File: src/rtl/tick_sclk_burst_pkg.sv
package tick_sclk_burst_pkg;
   localparam int CTRL_W        = 8;
   localparam int SUPPLY_BIT    = 5;
   localparam int PROG_BIT      = 6;
   localparam int CONV_RST_BIT  = 7;

   typedef struct packed {
      logic conv_rst;
      logic prog;
      logic supply;
   } ctrl_t;

   typedef enum logic {
      BURST_IDLE = 1'b0,
      BURST_RUN  = 1'b1
   } burst_state_e;
endpackage

File: src/rtl/tsb_sync.sv
module tsb_sync #(
   parameter int STAGES = 2
) (
   input  logic clk,
   input  logic rst_n,
   input  logic d_i,
   output logic q_o
);
   if (STAGES < 2) begin : g_bad_stages
      $error("tsb_sync: STAGES must be at least 2");
   end

   logic [STAGES-1:0] chain;

   always_ff @(posedge clk or negedge rst_n) begin
      if (!rst_n) chain[0] <= 1'b0;
      else        chain[0] <= d_i;
   end

   for (genvar s = 1; s < STAGES; s++) begin : g_stage
      always_ff @(posedge clk or negedge rst_n) begin
         if (!rst_n) chain[s] <= 1'b0;
         else        chain[s] <= chain[s-1];
      end
   end

   assign q_o = chain[STAGES-1];
endmodule

File: src/rtl/tsb_halfdiv.sv
module tsb_halfdiv #(
   parameter int HALF = 4
) (
   input  logic clk,
   input  logic rst_n,
   input  logic run_i,
   output logic clk_o,
   output logic fall_next_o
);
   if (HALF < 2) begin : g_bad_half
      $error("tsb_halfdiv: HALF must be at least 2");
   end

   localparam int CW = $clog2(HALF);
   localparam logic [CW-1:0] LAST = CW'(HALF - 1);

   logic [CW-1:0] cnt;
   logic          out_q;
   logic          wrap;

   assign wrap = (cnt == LAST);

   always_ff @(posedge clk or negedge rst_n) begin
      if (!rst_n) begin
         cnt   <= '0;
         out_q <= 1'b0;
      end else if (!run_i) begin
         cnt   <= '0;
         out_q <= 1'b0;
      end else if (wrap) begin
         cnt   <= '0;
         out_q <= ~out_q;
      end else begin
         cnt   <= cnt + 1'b1;
      end
   end

   assign clk_o       = out_q;
   assign fall_next_o = run_i & wrap & out_q;

   // the cycle in which run first appears still shows a low output
   assert_low_first_R2: assert property (@(posedge clk) disable iff (!rst_n)
      $rose(run_i) |-> !out_q);

   // the output only changes phase after a full half period
   assert_half_period_R1: assert property (@(posedge clk) disable iff (!rst_n)
      (run_i && $past(run_i) && (out_q != $past(out_q))) |-> ($past(cnt) == LAST));

   // a stopped divider parks low
   assert_park_low_R3: assert property (@(posedge clk) disable iff (!rst_n)
      !run_i |=> !out_q);
endmodule

File: src/rtl/tsb_burst_ctrl.sv
module tsb_burst_ctrl
   import tick_sclk_burst_pkg::*;
#(
   parameter int MAX_CYCLES = 32
) (
   input  logic clk,
   input  logic rst_n,
   input  logic start_i,
   input  logic stop_i,
   input  logic hold_off_i,
   input  logic fall_next_i,
   output logic run_o
);
   if (MAX_CYCLES < 1) begin : g_bad_max
      $error("tsb_burst_ctrl: MAX_CYCLES must be at least 1");
   end

   localparam int CCW = $clog2(MAX_CYCLES + 1);
   localparam logic [CCW-1:0] LAST_CYC = CCW'(MAX_CYCLES - 1);

   burst_state_e   state;
   logic [CCW-1:0] cyc;

   always_ff @(posedge clk or negedge rst_n) begin
      if (!rst_n) begin
         state <= BURST_IDLE;
         cyc   <= '0;
      end else begin
         unique case (state)
            BURST_IDLE: begin
               cyc <= '0;
               if (start_i && !hold_off_i) state <= BURST_RUN;
            end
            BURST_RUN: begin
               if (hold_off_i || stop_i) begin
                  state <= BURST_IDLE;
               end else if (fall_next_i) begin
                  if (cyc == LAST_CYC) state <= BURST_IDLE;
                  else                 cyc   <= cyc + 1'b1;
               end
            end
            default: state <= BURST_IDLE;
         endcase
      end
   end

   assign run_o = (state == BURST_RUN);

   // the completed-cycle count never reaches the limit while running
   assert_cycle_bound_R5: assert property (@(posedge clk) disable iff (!rst_n)
      run_o |-> (cyc < CCW'(MAX_CYCLES)));

   // converter reset stops and blocks any burst
   assert_hold_off_R6: assert property (@(posedge clk) disable iff (!rst_n)
      hold_off_i |=> !run_o);

   // a start request while running changes nothing
   assert_ignore_tick_R4: assert property (@(posedge clk) disable iff (!rst_n)
      (run_o && start_i && !stop_i && !hold_off_i && !fall_next_i)
         |=> (run_o && cyc == $past(cyc)));
endmodule

File: src/rtl/tick_sclk_burst.sv
module tick_sclk_burst
   import tick_sclk_burst_pkg::*;
#(
   parameter int SCLK_HALF   = 1000,
   parameter int SUPPLY_HALF = 125,
   parameter int MAX_CYCLES  = 32,
   parameter int SYNC_STAGES = 2
) (
   input  logic              clk,
   input  logic              rst_n,
   input  logic              tick_i,
   input  logic              eoc_i,
   input  logic              wr_en_i,
   input  logic [CTRL_W-1:0] wr_data_i,
   output logic              sclk_o,
   output logic              adc_rst_o,
   output logic              supply_clk_o,
   output logic              prog_en_o
);
   if (CONV_RST_BIT >= CTRL_W || PROG_BIT >= CTRL_W || SUPPLY_BIT >= CTRL_W) begin : g_bad_map
      $error("tick_sclk_burst: control bit outside register width");
   end

   // control register
   ctrl_t ctrl_q;

   always_ff @(posedge clk or negedge rst_n) begin
      if (!rst_n) begin
         ctrl_q <= '0;
      end else if (wr_en_i) begin
         ctrl_q.conv_rst <= wr_data_i[CONV_RST_BIT];
         ctrl_q.prog     <= wr_data_i[PROG_BIT];
         ctrl_q.supply   <= wr_data_i[SUPPLY_BIT];
      end
   end

   logic unused_wr_bits;
   assign unused_wr_bits = ^wr_data_i[SUPPLY_BIT-1:0];

   // input synchronizers and rising-edge detection
   logic tick_s, eoc_s, tick_prev, eoc_prev;

   tsb_sync #(.STAGES(SYNC_STAGES)) u_sync_tick (
      .clk(clk), .rst_n(rst_n), .d_i(tick_i), .q_o(tick_s));

   tsb_sync #(.STAGES(SYNC_STAGES)) u_sync_eoc (
      .clk(clk), .rst_n(rst_n), .d_i(eoc_i), .q_o(eoc_s));

   always_ff @(posedge clk or negedge rst_n) begin
      if (!rst_n) begin
         tick_prev <= 1'b0;
         eoc_prev  <= 1'b0;
      end else begin
         tick_prev <= tick_s;
         eoc_prev  <= eoc_s;
      end
   end

   logic tick_rise, eoc_rise;
   assign tick_rise = tick_s & ~tick_prev;
   assign eoc_rise  = eoc_s & ~eoc_prev;

   // burst sequencing
   logic run, sclk_raw, sclk_fall_next;

   tsb_burst_ctrl #(.MAX_CYCLES(MAX_CYCLES)) u_ctrl (
      .clk        (clk),
      .rst_n      (rst_n),
      .start_i    (tick_rise),
      .stop_i     (eoc_rise),
      .hold_off_i (ctrl_q.conv_rst),
      .fall_next_i(sclk_fall_next),
      .run_o      (run)
   );

   tsb_halfdiv #(.HALF(SCLK_HALF)) u_sclk_div (
      .clk(clk), .rst_n(rst_n), .run_i(run),
      .clk_o(sclk_raw), .fall_next_o(sclk_fall_next));

   // supply drive clock
   logic supply_fall_unused;

   tsb_halfdiv #(.HALF(SUPPLY_HALF)) u_supply_div (
      .clk(clk), .rst_n(rst_n), .run_i(ctrl_q.supply),
      .clk_o(supply_clk_o), .fall_next_o(supply_fall_unused));

   assign sclk_o    = sclk_raw & run;
   assign adc_rst_o = ctrl_q.conv_rst;
   assign prog_en_o = ctrl_q.prog;

   // program enable follows the written bit
   assert_prog_follows_R8: assert property (@(posedge clk) disable iff (!rst_n)
      wr_en_i |=> (prog_en_o == $past(wr_data_i[PROG_BIT])));

   // converter reset follows its bit and silences the serial clock
   assert_rst_follows_R6: assert property (@(posedge clk) disable iff (!rst_n)
      wr_en_i |=> (adc_rst_o == $past(wr_data_i[CONV_RST_BIT])));

   assert_rst_quiet_R6: assert property (@(posedge clk) disable iff (!rst_n)
      adc_rst_o |=> !sclk_o);

   // supply clock stays low while its enable is clear
   assert_supply_off_R7: assert property (@(posedge clk) disable iff (!rst_n)
      (!ctrl_q.supply && !$past(ctrl_q.supply)) |-> !supply_clk_o);
endmodule

File: config.mk
export PLATFORM = sky130hd
export DESIGN_NAME = tick_sclk_burst
export DESIGN_NICKNAME = d
export VERILOG_FILES = /design/src/rtl/tick_sclk_burst_pkg.sv /design/src/rtl/tsb_sync.sv /design/src/rtl/tsb_halfdiv.sv /design/src/rtl/tsb_burst_ctrl.sv /design/src/rtl/tick_sclk_burst.sv
export SDC_FILE = /design/constraint.sdc
export NUM_CORES = 1
export LEC_CHECK = 0
export BUFFER_PORTS_ARGS = -buffer_cell sky130_fd_sc_hd__buf_2
export CORE_MARGIN = 2
export CORE_UTILIZATION = 45
export DETAILED_ROUTE_END_ITERATION = 8
export GPL_TIMING_DRIVEN = 0
export MAX_ROUTING_LAYER = met4
export SLEW_MARGIN = 40
export SYNTH_ARGS = -nofsm -noshare
export SYNTH_HDL_FRONTEND = slang
export SYNTH_SLANG_ARGS = --single-unit
File: constraint.sdc
create_clock -name clk -period 2 [get_ports clk]
set_input_delay 0.3 -clock clk [delete_from_list [all_inputs] [get_ports clk]]
set_output_delay 0.3 -clock clk [all_outputs]
set_load 0.005 [all_outputs]
; ---- Word level (Yosys, flattened, before mapping)
; Cells that the tools add are included.
[word_totals]
register_bits = 35
out_inout_bits = 4
word_cells = 57
[op_classes]
addsub = 3
n_eq_ne = 8
n_mux = 17
bitwise = 10
reduce_logical = 4
[op_table]
columns = op, n
row1 = 10-bit two-way mux, 2
row2 = 6-bit two-way mux, 3
row3 = 7-bit two-way mux, 2
row4 = 6-bit case mux with 2 select lines, 1
row5 = "10-bit by 1-bit adder with 10-bit output, second input constant", 1
row6 = "10-bit equality test, second input constant", 1
row7 = 1-bit two-way mux, 8
row8 = "7-bit by 1-bit adder with 7-bit output, second input constant", 1
row9 = "7-bit equality test, second input constant", 1
row10 = "6-bit by 1-bit adder with 6-bit output, second input constant", 1
row11 = "6-bit by 5-bit equality test with 1-bit output, second input constant", 1
row12 = "2-bit != test, second input constant", 3
row13 = 1-bit AND, 5
row14 = 1-bit inverter, 5
row15 = "2-bit by 1-bit != test with 1-bit output, second input constant", 2
row16 = 3-bit AND reduction, 1
row17 = 1-bit case mux with 2 select lines, 1
row18 = 1-bit logical AND, 1
row19 = 1-bit logical NOT, 1
row20 = 1-bit logical OR, 1

; ---- Depth between registers and ports, before layout
[logic_depth]
word_depth = 6
ltp_mapped = 5
mapped_depth_nobuf = 5

; ---- Hierarchy
; Synthesis repeated with hierarchy kept, for this count alone.
[unflattened]
cells_unflattened = 148
hier_area_um2 = 1634.1
[modules_own_cells]
columns = mod, n_inst, cells_per_inst, area_per_inst_um2
row1 = tsb_halfdiv at u_sclk_div, 1, 53, 533.0
row2 = tsb_burst_ctrl, 1, 40, 422.9
row3 = tsb_halfdiv at u_supply_div, 1, 40, 400.4
row4 = tick_sclk_burst, 1, 11, 177.7
row5 = tsb_sync, 2, 2, 50.0

; ---- Least setup slack after synthesis
; Ideal clock, no wire load.
[synth_timing]
kind = register to register
startpoint = reg u_sclk_div.cnt[0]
endpoint = reg u_ctrl.cyc[5]
t_arrival_ns = 1.664
required_ns = 1.922
path_slack_ns = 0.258
path_stages_with_launch = 6
path_buffers = 0
synth_period_minus_slack_ns = 1.742
cell_sequence = dfrtp_1 ha_1 nand2_1 or4_1 or4_1 a21oi_1
[synth_via]
elab_chain_cells = 5
[synth_lines]
columns = item, line
row1 = start: declaration, tsb_halfdiv.sv:17  ; logic [CW-1:0] cnt;
row2 = start signal: assignment, tsb_halfdiv.sv:34  ; cnt <= cnt + 1'b1;
row3 = 10-bit equality test, tsb_halfdiv.sv:21  ; assign wrap = (cnt == LAST);
row4 = 1-bit AND (2 in a row), tsb_halfdiv.sv:39  ; assign fall_next_o = run_i & wrap & out_q;
row5 = 2-bit != test (no source line), n/a
row6 = 3-bit AND reduction (no source line), n/a
row7 = end signal: assignment, tsb_burst_ctrl.sv:39  ; else cyc <= cyc + 1'b1;
row8 = end: declaration, tsb_burst_ctrl.sv:22  ; logic [CCW-1:0] cyc;
; Every way passes these cells.
; A chain may end at the register's enable or synchronous reset.

; ---- Final worst setup path
[layout_timing]
startpoint = reg u_sclk_div.cnt[0]
endpoint = reg u_ctrl.cyc[3]
; Same word-level chain as after synthesis.

==> results.cfg <==
[status]
outcome = finished, final reports clean

[critical_path]
path_max_fanout = 4
startpoint_type = register
r2r_cells = 5
cp_data_required_time_ns = 2.26
end_kind = register
crit_arrival_ns = 2.13
critPathKind = reg2reg

[floorplanning]
coreArea_um2 = 3337
design.portCount = 17
fp.dieH_um = 63
die-area_um2 = 3969
floorplan.initialDensity = 0.4694
dieWidth_um = 63
rows = 21

[timing]
relSlewSlack = 0.6960
max_freq_mhz = 535.6
worstMarginPinSlew_ns = 0.4539
rsz0062_at_grt = no
timing.final.ws_setup_ns = 0.1328
finalSetupViolCount = 0
hold_viol_final = 0
maxSlewViolCount = 0
period_share = 0.9336
min_period_ns = 1.867
fin_worst_skew_ns = 0.01281
tns_ns = 0

[route]
post_drt_wl_per_cell_um = 12.23
top_layer_used = met4
wl_met1_mm = 1.164
drtIter0Drc = 54
drc = 0
dr.pass1.iters = 4
finalWirelength_mm = 2.544
wl_met2_mm = 1.223
wl_met3_um = 107
postRouteAntennaNets = 0
num_vias = 1074
vias_per_cell = 5.163

[grt]
grt_max_degree = 36
grt_pass1_vias = 1111
grt-ovfl-total = 0
grt_pass1_wl_mm = 4.788
antenna_found_initial = 0
grt_use_total = 0.1630

[power]
ir_worst_vdd_v = 0.0004906
power_switching_uw = 288.8
power_per_cell_area_nw_per_um2 = 694.6
seq_power_share = 0.622
p_sw_frac = 0.2372
power_frac_clock = 0.313
leakagePower_nw = 0.7354
p_int_uw = 928.8
p_comb_frac = 0.066

[synth]
synth_fp_nets = 160
syn_avg_cell_area_um2 = 10.95
yosys_warnings = 0
synth_top_cell_by_area = dfrtp_1
synthTopCellsByArea = dfrtp_1 (56%), xnor2_1 (5.0%), nor2_1 (4.8%)
mappedNetlistArea_um2 = 1567
ys_ff_latch = 35
synth_cell_type_count = 28
syn_inst = 143
yosysTopAreaCellShare = 0.5591
yosysSeqAreaShare = 0.5591

[place]
io_buffers = 11
hpwl_mm = 1.874
place_area_um2 = 1679
gp_congestion = 0.8225
dp_slack_ns = 0.1549

[clock_network]
clock_sinks = 35
cts_tree = done
h-tree-depth = 2
clkTransAtPathRegs_ns = 0.10
insertion_delay_ns = 0.33
numCtsBuffers = 5
root_buffer = clkbuf_4
cts_resized = 0
cts_max_path_buffers = 2

[final_layout]
drive_gt1_frac = 0.1605
synthToLayoutAreaGrowth_pct = 11.90
insertedDiodeCount = 0
design_area_um2 = 1753
fin_nets = 179
fin_util = 0.5253

[worst_hold_path]
hold_class = in2reg
holdPathStages = 1

[flow_run]
cap_viol_max_count = 0
## Yosys cell counts (all sizes together)
cell / count
dfrtp: 35
nor2: 20
nand2: 13
nand3: 10
xnor2: 9
inv: 6
xor2: 6
and4: 4
ha: 4
or4: 4
a21oi: 3
and3: 3
mux2: 3
mux2i: 3
nor3: 3
and2: 2
nand2b: 2
nor3b: 2
nor4: 2
o21ai: 2
o31ai: 2
nand4: 1
nand4bb: 1
nor2b: 1
or3: 1
or4b: 1
## placed cells by master, fill, tap and decap left out, drive strengths merged, types with 6 or more instances in the layout
master and n:
xnor2 9, nand3 10, clkbuf 6, dfrtp 35, xor2 6, buf 11, nand2 13, inv 6
nor2 20
## power groups by stage
| stage | combinational (mW) | sequential (mW) | clock, mW |
|---|---|---|---|
| after floorplan | 0.0417 | 0.766 | 0 |
| after global placement | 0.0750 | 0.770 | 0 |
| after detailed placement | 0.0809 | 0.772 | 0 |
| after CTS | 0.0809 | 0.758 | 0.408 |
| after global routing | 0.0931 | 0.762 | 0.438 |
| final | 0.0799 | 0.757 | 0.381 |
## repair_timing
action                                  CTS  global route
hold buffers                              0             1
hold endpoints to repair                  0            35
endpoints found under the setup margin    0             0
buffers inserted                          0             0
## worst max-delay path: stages, from the launching register on
cell	delay (ns)
dfrtp_1	0.38
ha_1	0.21
nand2_1	0.12
or3_1	0.41
or4_1	0.52
a21oi_1	0.16
## logic make-up (layout without fill, tap and decap cells)
logic type | count (synthesis) | after routing | synth area share
compound gates | 7 | 7 | 0.02555
xor+xnor | 15 | 15 | 0.08387
simple gates | 70 | 70 | 0.2444
buf+inv | 6 | 25 | 0.01438
flops | 35 | 35 | 0.5591
mux | 6 | 6 | 0.04073
fa+ha+maj | 4 | 4 | 0.03195
## per-stage QoR
step / hold slack, ns / cells / power, mW
floorplan: 0.004409 / 143 / 0.8081
global placement: 0.3360 / 200 / 0.8455
detailed placement: 0.3363 / 200 / 0.8527
CTS: 0.04310 / 207 / 1.246
global route: 0.04274 / 208 / 1.294
finish: 0.07226 / 208 / 1.218
## final timing paths
| check | from | endpoint | slack [ns] |
|---|---|---|---|
| max in group asynchronous | rst_n | u_supply_div.cnt[2]$_DFF_PN0_ | 1.25 |
| worst max-delay path | u_sclk_div.cnt[0]$_DFF_PN0_ | u_ctrl.cyc[3]$_DFFE_PN0P_ | 0.13 |
| worst min register to register | u_sync_eoc.chain[0]$_DFF_PN0_ | u_sync_eoc.q_o$_DFF_PN0_ | 0.37 |
| worst min-delay path | tick_i | u_sync_tick.chain[0]$_DFF_PN0_ | 0.07 |
| min in group asynchronous | rst_n | u_ctrl.cyc[5]$_DFFE_PN0P_ | 0.43 |
| worst max register to register | u_sclk_div.cnt[0]$_DFF_PN0_ | u_ctrl.cyc[3]$_DFFE_PN0P_ | 0.13 |
## registers in the layout, indices dropped and copies added (netlist names)
name                flops
tick_prev               1
u_supply_div.cnt        7
u_sclk_div.clk_o        1
eoc_prev                1
u_ctrl.cyc              6
u_ctrl.run_o            1
u_supply_div.clk_o      1
ctrl_q                  1
u_sync_tick.chain       1
prog_en_o               1
u_sync_tick.q_o         1
u_sync_eoc.chain        1
u_sync_eoc.q_o          1
u_sclk_div.cnt         10
adc_rst_o               1
## per-layer routing
layer,GRT usage,vias up
met5,-,-
met4,0.06667,0
met3,0.05946,5
met2,0.2407,20
met1,0.2026,520
li1,-,529
## final cells by class
type                    instances  area [µm²]
well taps                      46       57.56
clock inverters                 1       5.005
inverters                       6       22.52
clock buffers                   6       51.30
flip-flops and latches         35       875.8
fillers                       313        1584
repair buffers                 12       67.56
multi-input cells             102       673.1
Power figures use the tool's default switching activity.
